## src/rtl/loc_arb_pkg.sv

```systemverilog
package loc_arb_pkg;
    localparam int BIT_REG_VALID = 7;
    localparam int BIT_ACTIVE    = 5;
    localparam int BIT_SEIZED    = 4;
    localparam int BIT_SEIZE     = 3;
    localparam int BIT_PENDING   = 2;
    localparam int BIT_REQUEST   = 1;
    localparam int BIT_ESTAB     = 0;

    localparam logic [7:0] CMD_MASK = 8'((1 << BIT_ACTIVE) | (1 << BIT_SEIZED) |
                                         (1 << BIT_SEIZE)  | (1 << BIT_REQUEST));

    typedef enum logic [0:0] {
        ST_IDLE,
        ST_OWNED
    } arb_state_e;

    typedef enum logic [2:0] {
        OP_NONE,
        OP_REQUEST,
        OP_RELEASE,
        OP_SEIZE,
        OP_CLEAR
    } arb_op_e;
endpackage

```

## src/rtl/loc_arb_decode.sv

```systemverilog
module loc_arb_decode
    import loc_arb_pkg::*;
#(
    parameter int NUM_LOC   = 5,
    parameter int WIN_SHIFT = 12,
    parameter int LOC_W     = 3,
    parameter int ADDR_W    = 15
) (
    input  logic [ADDR_W-1:0] addr,
    input  logic              we,
    input  logic [7:0]        wdata,
    output logic              hit,
    output logic [LOC_W-1:0]  loc,
    output arb_op_e           op
);
    logic [7:0] cmd_bits;
    arb_op_e    op_raw;

    assign loc = addr[ADDR_W-1:WIN_SHIFT];
    assign hit = (addr[WIN_SHIFT-1:0] == '0) && (loc < LOC_W'(NUM_LOC));
    assign cmd_bits = wdata & CMD_MASK;

    always_comb begin
        case (cmd_bits)
            8'(1 << BIT_REQUEST): op_raw = OP_REQUEST;
            8'(1 << BIT_ACTIVE):  op_raw = OP_RELEASE;
            8'(1 << BIT_SEIZE):   op_raw = OP_SEIZE;
            8'(1 << BIT_SEIZED):  op_raw = OP_CLEAR;
            default:              op_raw = OP_NONE;
        endcase
    end

    assign op = (we && hit) ? op_raw : OP_NONE;
endmodule

```

## src/rtl/loc_arb_pick.sv

```systemverilog
module loc_arb_pick #(
    parameter int N = 5,
    parameter int W = 3
) (
    input  logic [N-1:0] vec,
    output logic         found,
    output logic [W-1:0] idx
);
    always_comb begin
        found = 1'b0;
        idx   = '0;
        for (int i = 0; i < N; i++) begin
            if (vec[i]) begin
                found = 1'b1;
                idx   = W'(i);
            end
        end
    end
endmodule

```

## src/rtl/loc_arb_fsm.sv

```systemverilog
module loc_arb_fsm
    import loc_arb_pkg::*;
#(
    parameter int NUM_LOC = 5,
    parameter int LOC_W   = 3
) (
    input  logic               clk,
    input  logic               rst_n,
    input  arb_op_e            op,
    input  logic [LOC_W-1:0]   loc,
    output logic               owner_valid,
    output logic [LOC_W-1:0]   owner_idx,
    output logic [NUM_LOC-1:0] req_q,
    output logic [NUM_LOC-1:0] seized_q
);
    arb_state_e         state_q, state_d;
    logic [LOC_W-1:0]   owner_q, owner_d;
    logic [NUM_LOC-1:0] req_d, seized_d;
    logic               pick_found;
    logic [LOC_W-1:0]   pick_idx;

    loc_arb_pick #(.N(NUM_LOC), .W(LOC_W)) u_pick (
        .vec   (req_q),
        .found (pick_found),
        .idx   (pick_idx)
    );

    always_ff @(posedge clk) begin
        if (!rst_n) begin
            state_q  <= ST_IDLE;
            owner_q  <= '0;
            req_q    <= '0;
            seized_q <= '0;
        end else begin
            state_q  <= state_d;
            owner_q  <= owner_d;
            req_q    <= req_d;
            seized_q <= seized_d;
        end
    end

    always_comb begin
        state_d  = state_q;
        owner_d  = owner_q;
        req_d    = req_q;
        seized_d = seized_q;
        if (op == OP_CLEAR) begin
            seized_d[loc] = 1'b0;
        end
        unique case (state_q)
            ST_IDLE: begin
                if (op == OP_REQUEST) begin
                    state_d    = ST_OWNED;
                    owner_d    = loc;
                    req_d[loc] = 1'b0;
                end
            end
            ST_OWNED: begin
                case (op)
                    OP_REQUEST: begin
                        if (loc != owner_q) req_d[loc] = 1'b1;
                    end
                    OP_RELEASE: begin
                        if (loc == owner_q) begin
                            if (pick_found) begin
                                owner_d         = pick_idx;
                                req_d[pick_idx] = 1'b0;
                            end else begin
                                state_d = ST_IDLE;
                                owner_d = '0;
                            end
                        end
                    end
                    OP_SEIZE: begin
                        if (loc > owner_q) begin
                            seized_d[owner_q] = 1'b1;
                            owner_d           = loc;
                            req_d[loc]        = 1'b0;
                        end
                    end
                    default: ;
                endcase
            end
            default: state_d = ST_IDLE;
        endcase
    end

    always_comb begin
        owner_valid = (state_q == ST_OWNED);
        owner_idx   = owner_q;
    end

    AST_IDLE_GRANT: assert property (@(posedge clk) disable iff (!rst_n)
        (state_q == ST_IDLE && op == OP_REQUEST) |=> (state_q == ST_OWNED && owner_q == $past(loc)));
    AST_OWNER_NO_REQ: assert property (@(posedge clk) disable iff (!rst_n)
        (state_q == ST_OWNED) |-> !req_q[owner_q]);
    AST_FOREIGN_REQ: assert property (@(posedge clk) disable iff (!rst_n)
        (state_q == ST_OWNED && op == OP_REQUEST && loc != owner_q) |=> (req_q[$past(loc)] && $stable(owner_q)));
    AST_RELEASE_EMPTY: assert property (@(posedge clk) disable iff (!rst_n)
        (state_q == ST_OWNED && op == OP_RELEASE && loc == owner_q && req_q == '0) |=> (state_q == ST_IDLE));
    AST_SEIZE_UP: assert property (@(posedge clk) disable iff (!rst_n)
        (state_q == ST_OWNED && op == OP_SEIZE && loc > owner_q) |=> (owner_q == $past(loc) && seized_q[$past(owner_q)]));
    AST_SEIZE_BLOCKED: assert property (@(posedge clk) disable iff (!rst_n)
        (op == OP_SEIZE && !(state_q == ST_OWNED && loc > owner_q)) |=> ($stable(owner_q) && $stable(state_q) && $stable(req_q) && $stable(seized_q)));
    AST_SEIZED_CLEAR: assert property (@(posedge clk) disable iff (!rst_n)
        (op == OP_CLEAR) |=> !seized_q[$past(loc)]);
endmodule

```

## src/rtl/loc_arbiter.sv

```systemverilog
module loc_arbiter
    import loc_arb_pkg::*;
#(
    parameter  int NUM_LOC   = 5,
    parameter  int WIN_SHIFT = 12,
    localparam int LOC_W     = $clog2(NUM_LOC + 1),
    localparam int ADDR_W    = WIN_SHIFT + LOC_W
) (
    input  logic              clk,
    input  logic              rst_n,
    input  logic [ADDR_W-1:0] bus_addr,
    input  logic              bus_we,
    input  logic [7:0]        bus_wdata,
    output logic [7:0]        bus_rdata,
    output logic              owner_valid,
    output logic [LOC_W-1:0]  owner_idx
);
    logic               hit;
    logic [LOC_W-1:0]   loc;
    arb_op_e            op;
    logic [NUM_LOC-1:0] req_q, seized_q, others_req;

    loc_arb_decode #(
        .NUM_LOC(NUM_LOC), .WIN_SHIFT(WIN_SHIFT), .LOC_W(LOC_W), .ADDR_W(ADDR_W)
    ) u_decode (
        .addr  (bus_addr),
        .we    (bus_we),
        .wdata (bus_wdata),
        .hit   (hit),
        .loc   (loc),
        .op    (op)
    );

    loc_arb_fsm #(.NUM_LOC(NUM_LOC), .LOC_W(LOC_W)) u_fsm (
        .clk         (clk),
        .rst_n       (rst_n),
        .op          (op),
        .loc         (loc),
        .owner_valid (owner_valid),
        .owner_idx   (owner_idx),
        .req_q       (req_q),
        .seized_q    (seized_q)
    );

    always_comb begin
        for (int i = 0; i < NUM_LOC; i++) begin
            others_req[i] = req_q[i] && (LOC_W'(i) != loc);
        end
    end

    always_comb begin
        bus_rdata = '0;
        if (hit) begin
            bus_rdata[BIT_REG_VALID] = 1'b1;
            bus_rdata[BIT_ACTIVE]    = owner_valid && (owner_idx == loc);
            bus_rdata[BIT_SEIZED]    = seized_q[loc];
            bus_rdata[BIT_PENDING]   = |others_req;
            bus_rdata[BIT_REQUEST]   = req_q[loc];
            bus_rdata[BIT_ESTAB]     = 1'b1;
        end
    end
endmodule

```

## config.mk

```make
export PLATFORM = sky130hd
export DESIGN_NAME = loc_arbiter
export DESIGN_NICKNAME = d
export VERILOG_FILES = /design/src/rtl/loc_arb_pkg.sv /design/src/rtl/loc_arb_decode.sv /design/src/rtl/loc_arb_pick.sv /design/src/rtl/loc_arb_fsm.sv /design/src/rtl/loc_arbiter.sv
export SDC_FILE = /design/constraint.sdc
export NUM_CORES = 1
export LEC_CHECK = 0
export CAP_MARGIN = 20
export CORE_ASPECT_RATIO = 1.75
export CORE_MARGIN = 2
export CORE_UTILIZATION = 50
export DETAILED_ROUTE_END_ITERATION = 8
export GPL_TIMING_DRIVEN = 0
export HOLD_SLACK_MARGIN = 0.15
export PLACE_DENSITY = 0.84
export RECOVER_POWER = 50
export REMOVE_ABC_BUFFERS = 1
export SYNTH_ARGS = -nofsm -noshare
export SYNTH_HDL_FRONTEND = slang
export SYNTH_HIERARCHICAL = 1
export SYNTH_SLANG_ARGS = --single-unit
```

## constraint.sdc

```tcl
create_clock -name clk -period 6.65 [get_ports clk]
set_clock_uncertainty 0.2 [all_clocks]
set_input_delay 1.6625 -clock clk [delete_from_list [all_inputs] [get_ports clk]]
set_output_delay 1.6625 -clock clk [all_outputs]
set_load 0.005 [all_outputs]
```

Word level (Yosys, flattened, before mapping). Index checks and enable logic that the tools add are counted.

$lt $le $gt $ge: 8. Reductions and logical operators: 16. Multiplexer cells: 46. Bitwise operators: 8. Equality and inequality tests: 22.

Operators with widths (count): $mux W5 (9); $mux W3 (9); $mux W1 (16); $and A5 B5 Y5 (3); $ne A3 B3 Y1 const B (5); $pmux W5 S3 (1); $logic_not A12 Y1 (1); $lt A3 B4 Y1 const B (3); $pmux W3 S2 (2); $pmux W3 S4 (1); $logic_and A1 B1 Y1 (11); $not A5 Y5 (2); $or A5 B5 Y5 (2); $pmux W5 S2 (1); $demux W1 S3 (3); $ge A3 B1 Y1 const B (3); $bmux W1 S3 (2); $eq A3 B2 Y1 const B (2); $eq A3 B3 Y1 (2); $ne A2 B3 Y1 const A (2); $reduce_and A6 Y1 (1); $reduce_or A5 Y1 (1); $eq A4 B1 Y1 const B (1); $eq A4 B2 Y1 const B (1); other kinds (16) (16).

Bits in registers: 14. Output and inout port bits: 12. Bits of input ports: 26. Logic and storage cells: 104.

Logic depth before layout (Yosys ltp).
Depth in word-level cells: 14. Depth in mapped cells: 9. Mapped depth without buffers: 7.

Hierarchy. Netlist, hierarchy kept.

By module, submodules not included: loc_arb_fsm (cells each 142, area each 1088.5 um2, seq. area each 280.3 um2, instances 1); loc_arbiter (cells each 35, area each 275.3 um2, seq. area each 0.0 um2, instances 1); loc_arb_decode (cells each 20, area each 138.9 um2, seq. area each 0.0 um2, instances 1); loc_arb_pick (cells each 8, area each 42.5 um2, seq. area each 0.0 um2, instances 1).

Worst setup path after synthesis. Ideal clock, no wire load.

Kind: input port to output port. Start point: input bus_addr[6]. End point: output bus_rdata[2]. Slack: 2.081 ns. Stages: 5. Arrival: 2.706 ns. Data required time: 4.787 ns. Path buffers: 0. Cells stage by stage: nor4_2 -> nand3_1 -> nor2b_1 -> o41ai_2 -> o22ai_1.

Word-level cells in the longest chain between the ends: 3.

RTL lines: start: declaration (line loc_arbiter.sv:11) `input logic [ADDR_W-1:0] bus_addr,`; $logic_not A12 Y1 (line loc_arb_decode.sv:20) `assign hit = (addr[WIN_SHIFT-1:0] == '0) && (loc < LOC_W'(NUM_LOC));`; $logic_and A1 B1 Y1 (line loc_arb_decode.sv:20); net hit (line loc_arbiter.sv:18) `logic hit;`; $mux W3 (line loc_arbiter.sv:53) `if (hit) begin`; end: declaration (line loc_arbiter.sv:14) `output logic [7:0] bus_rdata,`.

The timed path passes the listed nets, and every way through them passes these cells.

Worst setup path after layout.
Start point: input bus_addr[13]. End point: output bus_rdata[2].

Word-level cells in the longest chain between the ends: 4. Elaborated cells on any way between the ends: 14. Those cells by class: order compare: 1; eq/ne: 4; mux: 1; reduce/logical: 8.

RTL lines: $ne A1 B3 Y1 (tied with other cells) (line loc_arbiter.sv:47) `others_req[i] = req_q[i] && (LOC_W'(i) != loc);`; $logic_and A1 B1 Y1 (line loc_arbiter.sv:47); $reduce_or A5 Y1 (line loc_arbiter.sv:57) `bus_rdata[BIT_PENDING] = |others_req;`; $mux W3 * (line loc_arbiter.sv:53).

Mark *: on every way between the ends. The rest lies on a longest branch, timed or not.

==> results.yml <==
global_route:
  global_route.usage.total: 0.232
  grt_start_max_net_pins: 23
  initial_antenna_violation_count: 0
  grt_remaining_overflow: 0
  number_of_global_route_vias_before_repair: 1476
  wire_length_of_the_first_global_routing_pass_mm: 6.46
yosys:
  synthesized_flop_and_latch_total: 14
  synth_edf_count: 0
  synth_sequential_area_ratio: 0.181
  syn_inst: 205
  synth_compound_gate_area_share: 0.249
  avgSynthCellArea_um2: 7.54
  synthAdderAreaFrac: 0.0243
  synth_xor_xnor_area_share: 0.0283
  share_of_synthesized_flip_flops_with_an_asynchronous_set_or_reset: 0
  combinational_family_with_the_most_area_after_synthesis: "simple AND/OR/NAND/NOR gates"
  synth_flop_cell: "sky130_fd_sc_hd__dfxtp_1"
  synth-warning-count: 6
  mux_share_of_post_synthesis_cell_area: 0.0429
  post_synth_instance_area_um2: 1550
  yosys.area_share.simple: 0.367
  synthDistinctLibCells: 56
placement:
  dp_cells: 243
  post_place_setup_slack_ns: 0.342
  dpl.hpwl_mm: 2.71
  port-buffer-count: 31
  place_congestion: 0.876
sta:
  period_needed_ns: 6.29
  max_slew.worst_pin.slew_ns: 0.874
  worst_slew_margin_rel: 0.415
  fin_tns_setup_ns: 0
  maxSlewViolCount: 0
  layout_worst_path_cycle_share: 0.946
  timing.final.ws_setup_ns: 0.360
  setup_repair_after_global_routing_missed_its_margin: "false"
  fmax_mhz: 159
  finalSetupViolCount: 0
  hold_ws_ns: 0.257
  timing.final.hold_violations: 0
pwr:
  cellPowerDensity_nw_per_um2: 111
  p_leak_nw: 0.600
  power.ir.vdd_worst_uv: 68.1
clock_network:
  path_clk_slew_ns: 0.06
  numClockSinks: 14
  post_cts_hold_buffer_count: 0
  post_cts_resize_count: 0
  cts_buffer_depth: 2
  clock_tree_from_tritoncts: "built"
  insertion_delay_ns: 0.25
  clockRootBuffer: "sky130_fd_sc_hd__clkbuf_8"
  htreeDepth: 1
  number_of_buffers_added_by_the_clock_tree_synthesis_step: 3
  cts_setup_buffers: 0
worst_setup_path:
  worst_path_largest_cell_delay_ns: 0.83
  crit_chain: "dlygate4sd3_1 -> o21ai_0 -> nor2b_1 -> o41ai_2 -> o22ai_1 -> clkdlybuf4s50_1"
  worstSetupStartpointType: "input port"
  worstSetupEndpointType: "output port"
  critical-path-slowest-cell: "sky130_fd_sc_hd__dlygate4sd3_1"
  crit_path_class: "input port to output port"
  timing.critical_path.max_delay_family: "buffers and inverters"
  worst_ep_required_time_ns: 4.79
  timing.critical_path.buf_inv: 2
  critical_path_arrival_ns: 4.43
  critPathMaxFanout: 22
floorplan:
  ioPinCount: 38
  rows: 26
  dieWidth_um: 46.0
  floorplan.initialDensity: 0.528
  die_height_um: 77.5
  core_region_area_um2: 2930
  die_outline_area_um2: 3570
final_layout:
  layout.filler_cells: 255
  area_growth_syn_to_layout_pct: 17.2
  n_diodes: 0
  layout.cells.non_filler: 247
  final_layout_size_suffix_gt1_frac: 0.0776
  fin_nets: 249
detailed_routing:
  first_pass_iters: 4
  detailroute.via_count: 1591
  detail-route-antenna-nets: 0
  drt_wl_total_mm: 3.81
  wl_per_cell_um: 15.4
  initialDrtViolationCount: 93
  route.detailed.drc: 0
  avgViaCountPerCell: 6.44
hold_path:
  min-delay-path-class: "flip-flop to flip-flop"
run:
  timing.max_cap.violations: 0
run_status:
  run_status: "finished, final reports clean"
[placed cells by master, fill, tap and decap left out, drive strengths merged, types with 7 or more instances in the layout]
master         synthesis  routed
clkdlybuf4s50          0      25
nand2                 17      17
nor2                  14      14
dfxtp                 14      14
o21ai                 13      13
a21oi                 10      10
nand2b                 9       9
a211oi                 7       7
nand4                  7       7
inv                    7       7
[layout make-up]
type                            instances  area [um2]  area share
Inverter                                7        26.3      0.0145
Timing Repair Buffer                   31         310       0.171
Clock buffer                            4        55.1      0.0304
Tap cell                               28        35.0      0.0194
Multi-Input combinational cell        163        1100       0.610
Sequential cell                        14         280       0.155
[final timing paths]
path,start,to,slack [ns],cells after the start
worst max-delay path,bus_addr[13],bus_rdata[2],0.36,6
worst min-delay path,u_fsm/seized_q[1],u_fsm/seized_q[1],0.26,2
worst max register to register,u_fsm/req_q[4],u_fsm/req_q[2],4.15,6
worst min register to register,u_fsm/seized_q[1],u_fsm/seized_q[1],0.26,2
[stage by stage]
step	area, um2	util	power [mW]
after floorplan	1410	-	0.0966
after global placement	1760	0.600	0.118
after detailed placement	1760	0.600	0.118
after CTS	1810	0.619	0.202
after global routing	1810	0.618	0.208
final	1810	0.618	0.200
[flip-flops by register name, indices dropped and copies added, names as in the netlist]
name and cells:
u_fsm/owner_idx 3, u_fsm/owner_valid 1, u_fsm/req_q 5, u_fsm/seized_q 5
[worst reg2reg max path, delay by kind of cell, from the launching register on]
kind	cells	cell delay [ns]
AO/OA/AOI/OAI	4	1.13
flip-flops	1	0.68
AND/OR/NAND/NOR	2	0.36
[cells by family after synthesis]
group | after synthesis
AOI/OAI and AO/OA | 55
xor gates and xnor gates | 5
adders and majority gates | 3
buffers and inverters | 29
DFF | 14
muxes | 6
other | 1
and+or+nand+nor | 92
[synth_stat cells, types with 3 or more instances]
cell                        n  area, um2
sky130_fd_sc_hd__clkbuf_1   5       18.8
sky130_fd_sc_hd__and3b_1    3       26.3
sky130_fd_sc_hd__a21oi_1    9       45.0
sky130_fd_sc_hd__a31oi_1    4       25.0
sky130_fd_sc_hd__xor2_1     4       35.0
sky130_fd_sc_hd__nand3_1    6       30.0
sky130_fd_sc_hd__ha_1       3       37.5
sky130_fd_sc_hd__buf_4      9       67.6
sky130_fd_sc_hd__buf_2      4       20.0
sky130_fd_sc_hd__dfxtp_1   14        280
sky130_fd_sc_hd__o41ai_1    3       26.3
sky130_fd_sc_hd__nand2_1   17       63.8
sky130_fd_sc_hd__inv_1      7       26.3
sky130_fd_sc_hd__mux2i_1    4       40.0
sky130_fd_sc_hd__nor3b_1    5       37.5
sky130_fd_sc_hd__nand4_1    7       43.8
sky130_fd_sc_hd__nor3_1     6       30.0
sky130_fd_sc_hd__a211oi_1   7       52.6
sky130_fd_sc_hd__nand2b_1   9       56.3
sky130_fd_sc_hd__nor2_1    14       52.6
sky130_fd_sc_hd__and2_1     3       18.8
sky130_fd_sc_hd__o211ai_1   3       22.5
sky130_fd_sc_hd__nor4b_1    3       26.3
sky130_fd_sc_hd__o21ai_0   10       50.1
sky130_fd_sc_hd__nor4_2     4       50.1
[report_power, final]
group	switching (mW)	internal, mW
logic	0.0159	0.0169
registers	0.00000105	0.0839
clock network	0.0312	0.0524
total	0.0471	0.153
[per-layer routing]
metal | part of all wire | up-vias | track usage | wire, um
met4 | 0.028 | 0 | 0.123 | 108
li1 | - | 779 | - | -
met2 | 0.53 | 60 | 0.396 | 2000
met5 | 0 | - | 0 | 0
met3 | 0.049 | 11 | 0.0163 | 186
met1 | 0.40 | 741 | 0.269 | 1510
(Power assumes the default switching activity.)
